### config.mk
export PLATFORM = sky130hd
export DESIGN_NAME = dmaq_engine
export DESIGN_NICKNAME = d
export VERILOG_FILES = /design/src/rtl/dmaq_pkg.sv /design/src/rtl/dmaq_ram.sv /design/src/rtl/dmaq_track.sv /design/src/rtl/dmaq_resp.sv /design/src/rtl/dmaq_engine.sv
export SDC_FILE = /design/constraint.sdc
export NUM_CORES = 1
export LEC_CHECK = 0
export BUFFER_PORTS_ARGS = -buffer_cell sky130_fd_sc_hd__buf_2
export CORE_AREA = 3 3 200 202
export CTS_CLUSTER_SIZE = 28
export DETAILED_ROUTE_END_ITERATION = 7
export DIE_AREA = 0 0 203 205
export GPL_TIMING_DRIVEN = 0
export PLACE_DENSITY = 0.84
export SKIP_LAST_GASP = 1
export SLEW_MARGIN = 25
export SYNTH_ARGS = -nofsm -noshare
export SYNTH_HDL_FRONTEND = slang
export SYNTH_SLANG_ARGS = --single-unit
### constraint.sdc
create_clock -name clk -period 13.6 [get_ports clk]
set_clock_uncertainty 0.1 [all_clocks]
set_input_delay 1.36 -clock clk [delete_from_list [all_inputs] [get_ports clk]]
set_output_delay 1.36 -clock clk [all_outputs]
set_load 0.02 [all_outputs]
### src/rtl/dmaq_pkg.sv
package dmaq_pkg;
  localparam int DESC_W     = 64;
  localparam int STAT_W     = 8;
  localparam int DB_AW      = 24;
  localparam int DB_DW      = 32;
  localparam int F_KIND     = 0;
  localparam int F_DBW      = 2;
  localparam int F_DBEN     = 4;
  localparam int F_DBADDR   = 5;
  localparam int F_FD_FENCE = 29;
  localparam int F_TD_FENCE = 30;
  localparam int F_SPARE    = 31;
  localparam int F_DBDATA   = 32;

  localparam logic [STAT_W-1:0] ST_OK      = 8'd0;
  localparam logic [STAT_W-1:0] ST_BAD_KND = 8'd1;
  localparam logic [STAT_W-1:0] ST_BAD_DB  = 8'd2;

  typedef enum logic [1:0] {
    K_NONE = 2'd0, K_TO_DEV = 2'd1, K_FROM_DEV = 2'd2, K_BAD = 2'd3
  } kind_e;

  typedef enum logic [2:0] {
    S_IDLE, S_DECODE, S_FENCE, S_ISSUE, S_DRAIN, S_DBCHK, S_DBELL, S_POST
  } st_e;
endpackage

### src/rtl/dmaq_ram.sv
module dmaq_ram #(
  parameter int AW = 3,
  parameter int DW = 64
) (
  input  logic          clk,
  input  logic          we,
  input  logic [AW-1:0] waddr,
  input  logic [DW-1:0] wdata,
  input  logic [AW-1:0] raddr,
  output logic [DW-1:0] rdata
);
  localparam int DEPTH = 1 << AW;
  logic [DW-1:0] mem [DEPTH];

  always_ff @(posedge clk) begin
    if (we) mem[waddr] <= wdata;
    rdata <= mem[raddr];
  end
endmodule

### src/rtl/dmaq_track.sv
module dmaq_track #(
  parameter int CNT_W = 4
) (
  input  logic                  clk,
  input  logic                  rst,
  input  logic                  start_fire,
  input  logic                  start_dir,
  input  logic                  td_done,
  input  logic                  fd_done,
  output logic [1:0][CNT_W-1:0] cnt
);
  logic [1:0] done_v;
  assign done_v = {fd_done, td_done};

  for (genvar d = 0; d < 2; d++) begin : g_dir
    logic inc;
    assign inc = start_fire && (start_dir == d[0]);
    always_ff @(posedge clk) begin
      if (rst) cnt[d] <= '0;
      else if (inc && !done_v[d]) cnt[d] <= cnt[d] + 1'b1;
      else if (!inc && done_v[d]) cnt[d] <= cnt[d] - 1'b1;
    end
  end
endmodule

### src/rtl/dmaq_resp.sv
module dmaq_resp #(
  parameter int AW = 2
) (
  input  logic          clk,
  input  logic          rst,
  input  logic          post,
  input  logic          head_we,
  input  logic [AW-1:0] head_wdata,
  input  logic          irq_force,
  output logic [AW-1:0] tail,
  output logic [AW-1:0] head,
  output logic          full,
  output logic          irq
);
  logic [AW-1:0] head_eff;
  logic [AW-1:0] tail_nx;

  assign head_eff = head_we ? head_wdata : head;
  assign tail_nx  = tail + 1'b1;
  assign full     = (tail_nx == head);

  always_ff @(posedge clk) begin
    if (rst) begin
      tail <= '0;
      head <= '0;
      irq  <= 1'b0;
    end else begin
      if (head_we) head <= head_wdata;
      if (post)    tail <= tail_nx;
      irq <= (post && (tail == head_eff)) || irq_force;
    end
  end
endmodule

### src/rtl/dmaq_engine.sv
module dmaq_engine
  import dmaq_pkg::*;
#(
  parameter int REQ_AW = 3,
  parameter int RSP_AW = 2,
  parameter int CNT_W  = 4
) (
  input  logic              clk,
  input  logic              rst,
  input  logic              req_wr_en,
  input  logic [REQ_AW-1:0] req_wr_addr,
  input  logic [63:0]       req_wr_data,
  input  logic [REQ_AW-1:0] req_tail,
  output logic [REQ_AW-1:0] req_head,
  output logic              mv_valid,
  input  logic              mv_ready,
  output logic              mv_dir,
  output logic [REQ_AW-1:0] mv_idx,
  input  logic              td_done,
  input  logic              fd_done,
  output logic              db_valid,
  input  logic              db_ready,
  output logic [1:0]        db_size,
  output logic [23:0]       db_addr,
  output logic [31:0]       db_data,
  input  logic [RSP_AW-1:0] rsp_rd_addr,
  output logic [15:0]       rsp_rd_data,
  input  logic              rsp_head_we,
  input  logic [RSP_AW-1:0] rsp_head_wdata,
  output logic [RSP_AW-1:0] rsp_head,
  output logic [RSP_AW-1:0] rsp_tail,
  input  logic              irq_force,
  output logic              irq
);
  localparam int RSP_W = 2 * STAT_W;

  st_e                  state;
  logic [REQ_AW-1:0]    head_q;
  logic [DESC_W-1:0]    desc;
  logic [STAT_W-1:0]    stat_q;
  logic [1:0][CNT_W-1:0] cnt;
  logic                 full, post, fire;
  kind_e                kind;
  logic                 dir, db_en, fence_ok;
  logic [1:0]           dbw;
  logic [RSP_W-1:0]     entry;
  logic                 unused_bits;

  dmaq_ram #(.AW(REQ_AW), .DW(DESC_W)) u_req_ram (
    .clk(clk), .we(req_wr_en), .waddr(req_wr_addr), .wdata(req_wr_data),
    .raddr(head_q), .rdata(desc)
  );

  assign kind     = kind_e'(desc[F_KIND +: 2]);
  assign dir      = desc[F_KIND + 1];
  assign dbw      = desc[F_DBW +: 2];
  assign db_en    = desc[F_DBEN];
  assign fence_ok = !(desc[F_TD_FENCE] && (cnt[0] != '0)) &&
                    !(desc[F_FD_FENCE] && (cnt[1] != '0));
  assign unused_bits = desc[F_SPARE];

  assign mv_valid = (state == S_ISSUE);
  assign mv_dir   = dir;
  assign mv_idx   = head_q;
  assign db_valid = (state == S_DBELL);
  assign db_size  = dbw;
  assign db_addr  = desc[F_DBADDR +: DB_AW];
  assign db_data  = desc[F_DBDATA +: DB_DW];
  assign req_head = head_q;
  assign fire     = mv_valid && mv_ready;
  assign post     = (state == S_POST) && !full;
  assign entry    = {{(STAT_W-REQ_AW){1'b0}}, head_q, stat_q};

  dmaq_track #(.CNT_W(CNT_W)) u_track (
    .clk(clk), .rst(rst), .start_fire(fire), .start_dir(dir),
    .td_done(td_done), .fd_done(fd_done), .cnt(cnt)
  );

  dmaq_resp #(.AW(RSP_AW)) u_resp (
    .clk(clk), .rst(rst), .post(post), .head_we(rsp_head_we),
    .head_wdata(rsp_head_wdata), .irq_force(irq_force),
    .tail(rsp_tail), .head(rsp_head), .full(full), .irq(irq)
  );

  dmaq_ram #(.AW(RSP_AW), .DW(RSP_W)) u_rsp_ram (
    .clk(clk), .we(post), .waddr(rsp_tail), .wdata(entry),
    .raddr(rsp_rd_addr), .rdata(rsp_rd_data)
  );

  always_ff @(posedge clk) begin
    if (rst) begin
      state  <= S_IDLE;
      head_q <= '0;
      stat_q <= ST_OK;
    end else begin
      case (state)
        S_IDLE:   if (req_tail != head_q) state <= S_DECODE;
        S_DECODE: begin
          stat_q <= ST_OK;
          case (kind)
            K_NONE:  state <= S_DBCHK;
            K_BAD:   begin stat_q <= ST_BAD_KND; state <= S_POST; end
            default: state <= S_FENCE;
          endcase
        end
        S_FENCE:  if (fence_ok) state <= S_ISSUE;
        S_ISSUE:  if (mv_ready) state <= db_en ? S_DRAIN : S_POST;
        S_DRAIN:  if (cnt[dir] == '0) state <= S_DBCHK;
        S_DBCHK: begin
          if (!db_en) state <= S_POST;
          else if (dbw == 2'd3) begin stat_q <= ST_BAD_DB; state <= S_POST; end
          else state <= S_DBELL;
        end
        S_DBELL:  if (db_ready) state <= S_POST;
        S_POST: if (!full) begin
          head_q <= head_q + 1'b1;
          state  <= S_IDLE;
        end
        default:  state <= S_IDLE;
      endcase
    end
  end
endmodule

==> results of run 1 <==
-- state kept, by name, summed over array words and instances, names as in the netlist --
register         count
mv_idx               3
stat_q               2
u_rsp_ram.mem       20
u_req_ram.rdata     63
u_resp.tail          2
state                3
u_resp.head          2
u_resp.irq           1
u_track.cnt          8
u_req_ram.mem      504
u_rsp_ram.rdata      5
-- cells by family after synthesis --
kind of cell    share of synthesized area
flops                               0.766
mux                                 0.163
buf+inv                            0.0338
simple gates                       0.0151
compound gates                    0.00755
xor+xnor                          0.00612
fa+ha+maj                         0.00886
other cells                      0.000164
-- Yosys cell counts, types with 2 or more instances --
| cell | number | area [sq um] |
|---|---|---|
| and2_1 | 4 | 25.0 |
| buf_4 | 76 | 571 |
| nand2b_1 | 5 | 31.3 |
| o21ai_0 | 4 | 20.0 |
| dfxtp_1 | 89 | 1780 |
| nor2_1 | 29 | 109 |
| o21ai_1 | 2 | 10.0 |
| nor3_1 | 4 | 20.0 |
| a21o_1 | 3 | 22.5 |
| clkbuf_1 | 21 | 78.8 |
| mux2i_1 | 5 | 50.1 |
| a21oi_1 | 11 | 55.1 |
| or3_1 | 2 | 12.5 |
| buf_2 | 15 | 75.1 |
| inv_1 | 11 | 41.3 |
| nand4_1 | 2 | 12.5 |
| buf_1 | 2 | 7.51 |
| fa_1 | 2 | 40.0 |
| nor3b_1 | 3 | 22.5 |
| nand2_1 | 11 | 41.3 |
| mux2_2 | 63 | 709 |
| mux4_2 | 131 | 2950 |
| a211oi_1 | 2 | 15.0 |
| xor2_1 | 4 | 35.0 |
| edfxtp_1 | 524 | 15700 |
| ha_1 | 13 | 163 |
| xnor2_1 | 12 | 105 |
-- per-layer routing --
layer | up-vias | global-route usage
met5 | - | 0
met4 | 8 | 0.0787
met3 | 95 | 0.0400
met2 | 420 | 0.362
met1 | 5641 | 0.308
li1 | 4770 | -
-- critical path, stage by stage --
cell and delay [ns]:
buf_2 0.10, nand2b_1 0.31, nor3_2 0.56, buf_6 0.24, buf_4 0.20, buf_4 0.20, buf_6 0.17, buf_6 0.15
buf_4 0.20
-- metrics by stage --
step	util	std cells	cell area (sq um)	hold slack (ns)
2_1_floorplan	-	1076	22900	0.360
3_3_place_gp	0.633	1751	24400	0.385
3_5_place_dp	0.652	1792	25100	0.404
4_1_cts	0.701	1899	27000	0.411
5_1_grt	0.702	1903	27000	0.436
6_report	0.702	1904	27000	0.417
-- power by group --
group,internal (uW),leakage [uW],switching (uW),total [uW]
sequential,2110,0.00551,27.5,2140
clock,948,0.000926,662,1610
combinational,112,0.00278,127,238
-- worst min-delay path by stage --
stage / to / slack, ns
detailed placement: u_track.cnt[3]$_SDFFE_PP0P_ / 0.40
floorplan: u_rsp_ram.mem[0][1]$_DFFE_PP_ / 0.36
global route: u_rsp_ram.mem[0][0]$_DFFE_PP_ / 0.44
CTS: u_track.cnt[3]$_SDFFE_PP0P_ / 0.41
finish: u_track.cnt[3]$_SDFFE_PP0P_ / 0.42
global placement: u_track.cnt[3]$_SDFFE_PP0P_ / 0.39
-- layout make-up --
type	count	share of cell area
flip-flops and latches	613	0.649
multi-input cells	338	0.173
clock buffers	76	0.0585
repair buffers	198	0.0535
plain buffers	114	0.0271
well taps	518	0.0240
clock inverters	31	0.0124
inverters	11	0.00153
diodes	5	0.000464
==> metrics, run 1 <==
status completed; Peak VDD IR 0.157 mV; Crit path required time 13.80 ns; max_cap viols 0; FF-to-FF End u_req_ram.rdata[41]$_DFF_P_; Tot GR Track Use 0.222; Max Freq 303 MHz; number of hold violations in the final report 0; CTS tree built; postcts setup bufs 0; Core Footprint 38500 sq um; met2 wire len 22700 microns; via count between 10k and 15k; grt ovf 0; # nets final around 1.4k; fillers 2235; Synth Instances 1066; clk buf depth 3; CTS clk-pin slew, worst paths 0.06 ns; hold_sp u_track.cnt[3]$_SDFFE_PP0P_; Post-DRT Antenna Nets 0; Worst Max-Slew Pin Slew between 0.8 and 0.9 ns; vias in the first global route roughly 11k; DR vias/cell 5.74; flops & latches, synth a little over 600; DP Worst Slack between 9 and 10 ns; synth warn 0; HPWL after DPL 27900 microns; Crit Path Max Fanout 7; pwr dens 148 nW/um^2; RSZ-0062 raised after global routing false; Resized cells post-CTS 0; DR iter-0 viols ~1.0k; Post-Syn Area between 20000 and 25000 sq um; # port buffers 157; Avg Cell Area, Syn 21.5 sq um; first-pass GRT wire length 68700 microns; post-route setup TNS 0 ns; Total Wirelength approximately 45000 microns; Slew HR 0.432; root buffer cell clkbuf_16; EDFF count, synth 524; r2r worst-path depth 5; CP Launch Type input pin; Setup crit start req_wr_addr[1]; CP endpoint u_req_ram.mem[0][22]$_DFFE_PP_; part of the cycle the worst path needs 0.243; initial antenna violation count 8; Cell variety after synth 43; TritonCTS Buffers 58; CP arrival about 3.5 ns; WL per Instance 23.7 microns; Multi-input gate area roughly 4700 sq um; most frequent cells in the layout edfxtp_1, buf_2, mux4_2; Starting Density 0.595; r2r setup slk approximately 11 ns; Max H-tree Level 2; Setup WS post-layout 10.30 ns; Slew Limit Fails 0; Die H 205 microns; DRC violations left 0; IO Pins 171; Worst R2R Start mv_idx[1]$_SDFFE_PP0P_; hold depth 2; die extent in x 203 microns; total power between 3000 and 4000 uW; WL met1 between 15000 and 20000 microns; post-synthesis sequential area ratio 0.766; commonest non-fill, non-tap cell in the layout edfxtp_1; Most used DFF post-synth edfxtp_1; share of cells above drive strength 1 0.420; Crit Path Category input pin to register; Area growth syn-to-layout 18.0%; Pleak 0.00922 uW; highest metal used met5; gpl congestion 0.783; clock latency on the worst-skew pair approximately 0.6 ns; wire length on met3 2940 microns; FP Rows 72; Crit. End Element register; final setup fails 0; full die area 41600 sq um; DRT Pass-1 Iters 5; min Tclk post-route 3.30 ns; FF+latch area 17500 sq um; CTS sink count 613; Hold Crit Class register to register; largest net degree at the start of global routing 21; post-cts hold buffer count 0; async set-or-reset flop fraction in the synthesized netlist 0
(Power assumes the default switching activity.)
==> run 2, diff against run 1 <==
==> constraint.sdc (replaced) <==
create_clock -name clk -period 3.46 [get_ports clk]
set_clock_uncertainty 0.1 [all_clocks]
set_input_delay 0.346 -clock clk [delete_from_list [all_inputs] [get_ports clk]]
set_output_delay 0.346 -clock clk [all_outputs]
set_load 0.02 [all_outputs]
==> run 2 against run 1 <==
- non-clock buffer count rose by 58
- die area unchanged
- total power rose to 3.8 times the previous value
- register-to-register slack worse by 10 ns
- routed wire length is 2.3% higher
- global-route usage increased by 0.46 points
- critical path type is now register to register
==> metrics, run 2 (synthesis gave the netlist of run 1 again) <==
HPWL after DPL 28500 microns; most frequent cells in the layout edfxtp_1, buf_2, mux4_2; number of hold violations in the final report 0; Slowest cell on crit path clkbuf_1; Post-DRT Antenna Nets 0; Worst Max-Slew Pin Slew 0.835 ns; Starting Density 0.595; WL per Instance 23.6 microns; FP Rows 72; status completed; Slew HR 0.443; Pleak 0.00943 uW; min Tclk post-route roughly 2.9 ns; share of cells above drive strength 1 0.392; postcts setup bufs 0; RSZ-0062 raised after global routing false; DP Worst Slack 0.629 ns; initial antenna violation count 1; Top Registers u_req_ram.mem: 504 flops, u_req_ram.rdata: 63 flops, u_rsp_ram.mem: 20 flops; TritonCTS Buffers 56; Max H-tree Level 2; Slew Limit Fails 0; Crit Path Category register to register; largest reg by FF count u_req_ram.mem; most used cell, CP buf_2; clock latency on the worst-skew pair 0.58 ns; crit path cell chain buf_2, buf_2, clkbuf_1, mux4_2, mux2_2; # nets final 1488; Max Freq 350 MHz; CP Launch Type register; gpl congestion 0.766; CTS tree built; Max stage delay on crit path 0.59 ns; Peak VDD IR 0.414 mV; largest net degree at the start of global routing 21; vias in the first global route approximately 12k; via count 11.3k; hold_sp rsp_head_we; Area growth syn-to-layout 20.5%; Setup WS post-layout 0.605 ns; cell family with most CP delay buffers and inverters; Crit path required time 3.82 ns; Total Wirelength roughly 46000 microns; clk buf depth 3; # port buffers 157; IO Pins 171; max reg flops 504; Core Footprint 38500 sq um; commonest non-fill, non-tap cell in the layout edfxtp_1; pwr dens around 560 nW/um^2; Crit Path Max Fanout 10; DRC violations left 0; Resized cells post-CTS 0; CTS sink count 613; part of the cycle the worst path needs 0.825; total power 15300 uW; DRT Pass-1 Iters 5; Buf+Inv Stages, Crit Path 3; Die H ~210 microns; final setup fails 0; root buffer cell clkbuf_16; CP arrival 3.22 ns; full die area about 42000 sq um; max_cap viols 0; Setup crit start mv_idx[1]$_SDFFE_PP0P_; Crit. End Element register; Tot GR Track Use 0.227; Hold Crit Class input pin to register; Worst R2R Start mv_idx[1]$_SDFFE_PP0P_; die extent in x slightly above 200 microns; grt ovf 0; DR vias/cell 5.77; CTS clk-pin slew, worst paths 0.06 ns; first-pass GRT wire length slightly above 70000 microns; DR iter-0 viols between 800 and 900
==> run 2: cell types whose count changed in the layout (fill, tap and decap cells not counted), moves of 3 or more <==
cell	change
clkinvlp_4	-3
bufinv_16	-4
clkbuf_1	+7
buf_12	-5
buf_16	+8
diode_2	-4
dlygate4sd3_1	+66
buf_4	-14
==> run 2: what timing repair did <==
item,in CTS,in global routing
endpoints found under the setup margin,0,0
hold buffers,66,0
endpoints found under the hold margin,507,0
==> run 2: layer usage <==
layer | global-route usage | up-vias | part of all wire
met1 | 0.329 | 5899 | 0.42
met3 | 0.0353 | 74 | 0.062
li1 | - | 4854 | -
met2 | 0.370 | 473 | 0.50
met4 | 0.0564 | 0 | 0.019
met5 | 0 | - | 0
==> run 2: worst min-delay path, stage by stage <==
cell and delay [ns]:
buf_2 0.11, mux2i_1 0.11, nor2_1 0.10
==> run 2: final cells by class <==
type | instances | area (sq um)
inverter | 11 | 41.3
fill | 2184 | 10900
tap | 518 | 648
buffer | 114 | 732
clock buffer | 82 | 1570
clock inverter | 24 | 200
sequential | 613 | 17500
antenna | 1 | 2.50
timing repair buffer | 256 | 2160
multi-input combinational | 338 | 4690
==> run 2: stage by stage <==
stage / area [sq um] / instances / hold slack (ns) / TNS [ns] / util
after floorplan: 22900 / 1076 / 0.345 / -48.59 / -
after global placement: 24400 / 1751 / 0.385 / -918.64 / 0.634
after detailed placement: 25100 / 1784 / 0.405 / 0 / 0.653
after CTS: 27600 / 1956 / 0.0167 / 0 / 0.716
after global routing: 27600 / 1957 / 0.0376 / 0 / 0.717
final: 27600 / 1957 / 0.0435 / 0 / 0.717
==> run 2: where the power goes <==
| part | internal, uW | switching, uW |
|---|---|---|
| clock | 3370 | 2550 |
| sequential | 8290 | 111 |
| combinational | 491 | 516 |
==> run 2: path summary, 6_finish.rpt <==
kind | end | depth (start not counted) | slack [ns]
worst max-delay path | u_req_ram.rdata[39]$_DFF_P_ | 5 | 0.60
worst min-delay path | u_resp.head[0]$_SDFF_PP0_ | 3 | 0.04
worst max register to register | u_req_ram.rdata[39]$_DFF_P_ | 5 | 0.60
worst min register to register | u_track.cnt[3]$_SDFFE_PP0P_ | 2 | 0.41
==> run 3, diff against run 2 <==
==> constraint.sdc (replaced) <==
create_clock -name clk -period 2.63 [get_ports clk]
set_clock_uncertainty 0.1 [all_clocks]
set_input_delay 0.263 -clock clk [delete_from_list [all_inputs] [get_ports clk]]
set_output_delay 0.263 -clock clk [all_outputs]
set_load 0.02 [all_outputs]
==> run 3 against run 2 <==
- maximum frequency is 11% higher
- sequential cell count unchanged
- die area unchanged
- critical path type unchanged
- critical endpoint is now u_req_ram.rdata[33]$_DFF_P_
==> metrics, run 3 (synthesis gave the netlist of run 1 again) <==
Net Switching ~4300 uW; Crit path required time about 3 ns; Core Footprint 38500 sq um; Clk network pwr share 0.393; r2r worst-path depth 3; fillers 2168; Sw Share 0.208; Die H 205 microns; CTS sink count 613; DR vias/cell between 5 and 6; Peak VDD IR 0.526 mV; CTS tree built; max reg flops 504; part of the cycle the worst path needs 0.975; FF-to-FF End u_req_ram.rdata[33]$_DFF_P_; CTS clk-pin slew, worst paths around 0.07 ns; Finished Layout Cells 1965; Slew HR 0.381; commonest non-fill, non-tap cell in the layout edfxtp_1; CP arrival 2.92 ns; IO Pins around 170; DRT Pass-1 Iters 6; CP endpoint u_req_ram.rdata[33]$_DFF_P_; Max H-tree Level 2; total power 20500 uW; Worst Max-Slew Pin Slew 0.929 ns; # nets final between 1k and 1.5k; r2r setup slk 0.06 ns; Hold Crit Class input pin to register; Max stage delay on crit path 0.74 ns; FP Rows 72; via count 11.2k; # port buffers approximately 160; WL per Instance 23.8 microns; Pleak approximately 0.0095 uW; final setup fails 0; Max Freq 390 MHz; die extent in x 203 microns; largest reg by FF count u_req_ram.mem; clock latency on the worst-skew pair 0.58 ns; crit path cell chain clkbuf_1, clkbuf_1, mux2_2; Total Wirelength 46700 microns; Int Pwr 16200 uW; postcts setup bufs 0; largest net degree at the start of global routing 20; initial antenna violation count 4; Setup crit start mv_idx[2]$_SDFFE_PP0P_; min Tclk post-route 2.57 ns; status completed; logic gate share of total power 0.066; Crit. End Element register; root buffer cell clkbuf_16; vias in the first global route 11.7k; RSZ-0062 raised after global routing true; most used cell, CP clkbuf_1; Starting Density 0.595; DRC violations left 0; Slowest cell on crit path clkbuf_1; clk buf depth 3; gpl congestion 0.751; Post-DRT Antenna Nets 0; Top Registers u_req_ram.mem: 504 flops, u_req_ram.rdata: 63 flops, u_rsp_ram.mem: 20 flops; number of hold violations in the final report 0; placed insts 1785; Crit Path Max Fanout 10; HPWL after DPL 28600 microns; CP Launch Type register; Worst R2R Start mv_idx[2]$_SDFFE_PP0P_; most frequent cells in the layout edfxtp_1, buf_2, mux4_2; post-route setup TNS 0 ns; Tot GR Track Use 0.227; Slew Limit Fails 0; first-pass GRT wire length 70500 microns; TritonCTS Buffers 57; pwr dens ~740 nW/um^2; max_cap viols 0; Crit Path Category register to register; sequential power share 0.541; DR iter-0 viols ~830; share of cells above drive strength 1 0.404; full die area 41600 sq um; Area growth syn-to-layout 21.3%; grt ovf 0
## run 3: power groups by stage
stage / Sequential [uW] / Combinational (uW) / Clock, uW
detailed placement: 11300 / 1240 / 0
global placement: 11200 / 1120 / 0
global route: 11100 / 1460 / 8510
floorplan: 11200 / 787 / 0
CTS: 11100 / 1340 / 8140
finish: 11100 / 1350 / 8040
## run 3: layout make-up
| cell class | count | area [sq um] | share of cell area |
|---|---|---|---|
| sequential | 613 | 17500 | 0.631 |
| timing repair buffer | 261 | 2240 | 0.0806 |
| multi-input combinational | 338 | 4710 | 0.170 |
| antenna | 4 | 10.0 | 0.000361 |
| clock inverter | 24 | 200 | 0.00721 |
| clock buffer | 83 | 1650 | 0.0593 |
| inverter | 11 | 41.3 | 0.00149 |
| tap | 518 | 648 | 0.0234 |
| buffer | 113 | 743 | 0.0268 |
## run 3: how the worst min path moves through the flow
stage / startpoint / endpoint / slack [ns] / depth (start not counted)
after floorplan: req_wr_data[0] / u_req_ram.mem[0][0]$_DFFE_PP_ / 0.26 / 0
after global placement: irq_force / u_resp.irq$_SDFF_PP0_ / 0.38 / 3
after detailed placement: u_track.cnt[3]$_SDFFE_PP0P_ / u_track.cnt[3]$_SDFFE_PP0P_ / 0.40 / 2
after CTS: req_wr_addr[0] / u_req_ram.mem[0][35]$_DFFE_PP_ / 0.008 / 2
after global routing: req_wr_addr[0] / u_req_ram.mem[0][35]$_DFFE_PP_ / 0.03 / 2
final: req_wr_addr[2] / u_req_ram.mem[0][35]$_DFFE_PP_ / 0.04 / 2
## run 3: what timing repair did
item                                    CTS  global route
gates resized for setup                   6             9
hold endpoints to repair                513             0
endpoints found under the setup margin   24             6
hold buffers                             70             0
## run 3: metal layers
metal	wire [microns]	global-route usage	vias up	part of all wire
met2	23500	0.369	480	0.50
li1	-	-	4892	-
met4	1160	0.0671	0	0.025
met1	18800	0.319	5766	0.40
met3	3230	0.0431	85	0.069
met5	0	0	-	0
## run 3: critical path, delay by kind of cell, from the launching register on
family   cells  cell delay (ns)
buf+inv      2             1.39
flops        1             0.50
mux          1             0.44
## run 3: metrics by stage
| step | utilization | setup slack (ns) | area [sq um] | hold slack (ns) |
|---|---|---|---|---|
| 3_5_place_dp | 0.654 | -0.148 | 25200 | 0.398 |
| 3_3_place_gp | 0.634 | -3.19 | 24400 | 0.381 |
| 2_1_floorplan | - | -0.785 | 23000 | 0.262 |
| 5_1_grt | 0.722 | -0.0222 | 27800 | 0.0334 |
| 4_1_cts | 0.721 | 0.0571 | 27700 | 0.00790 |
| 6_report | 0.722 | 0.0649 | 27800 | 0.0363 |
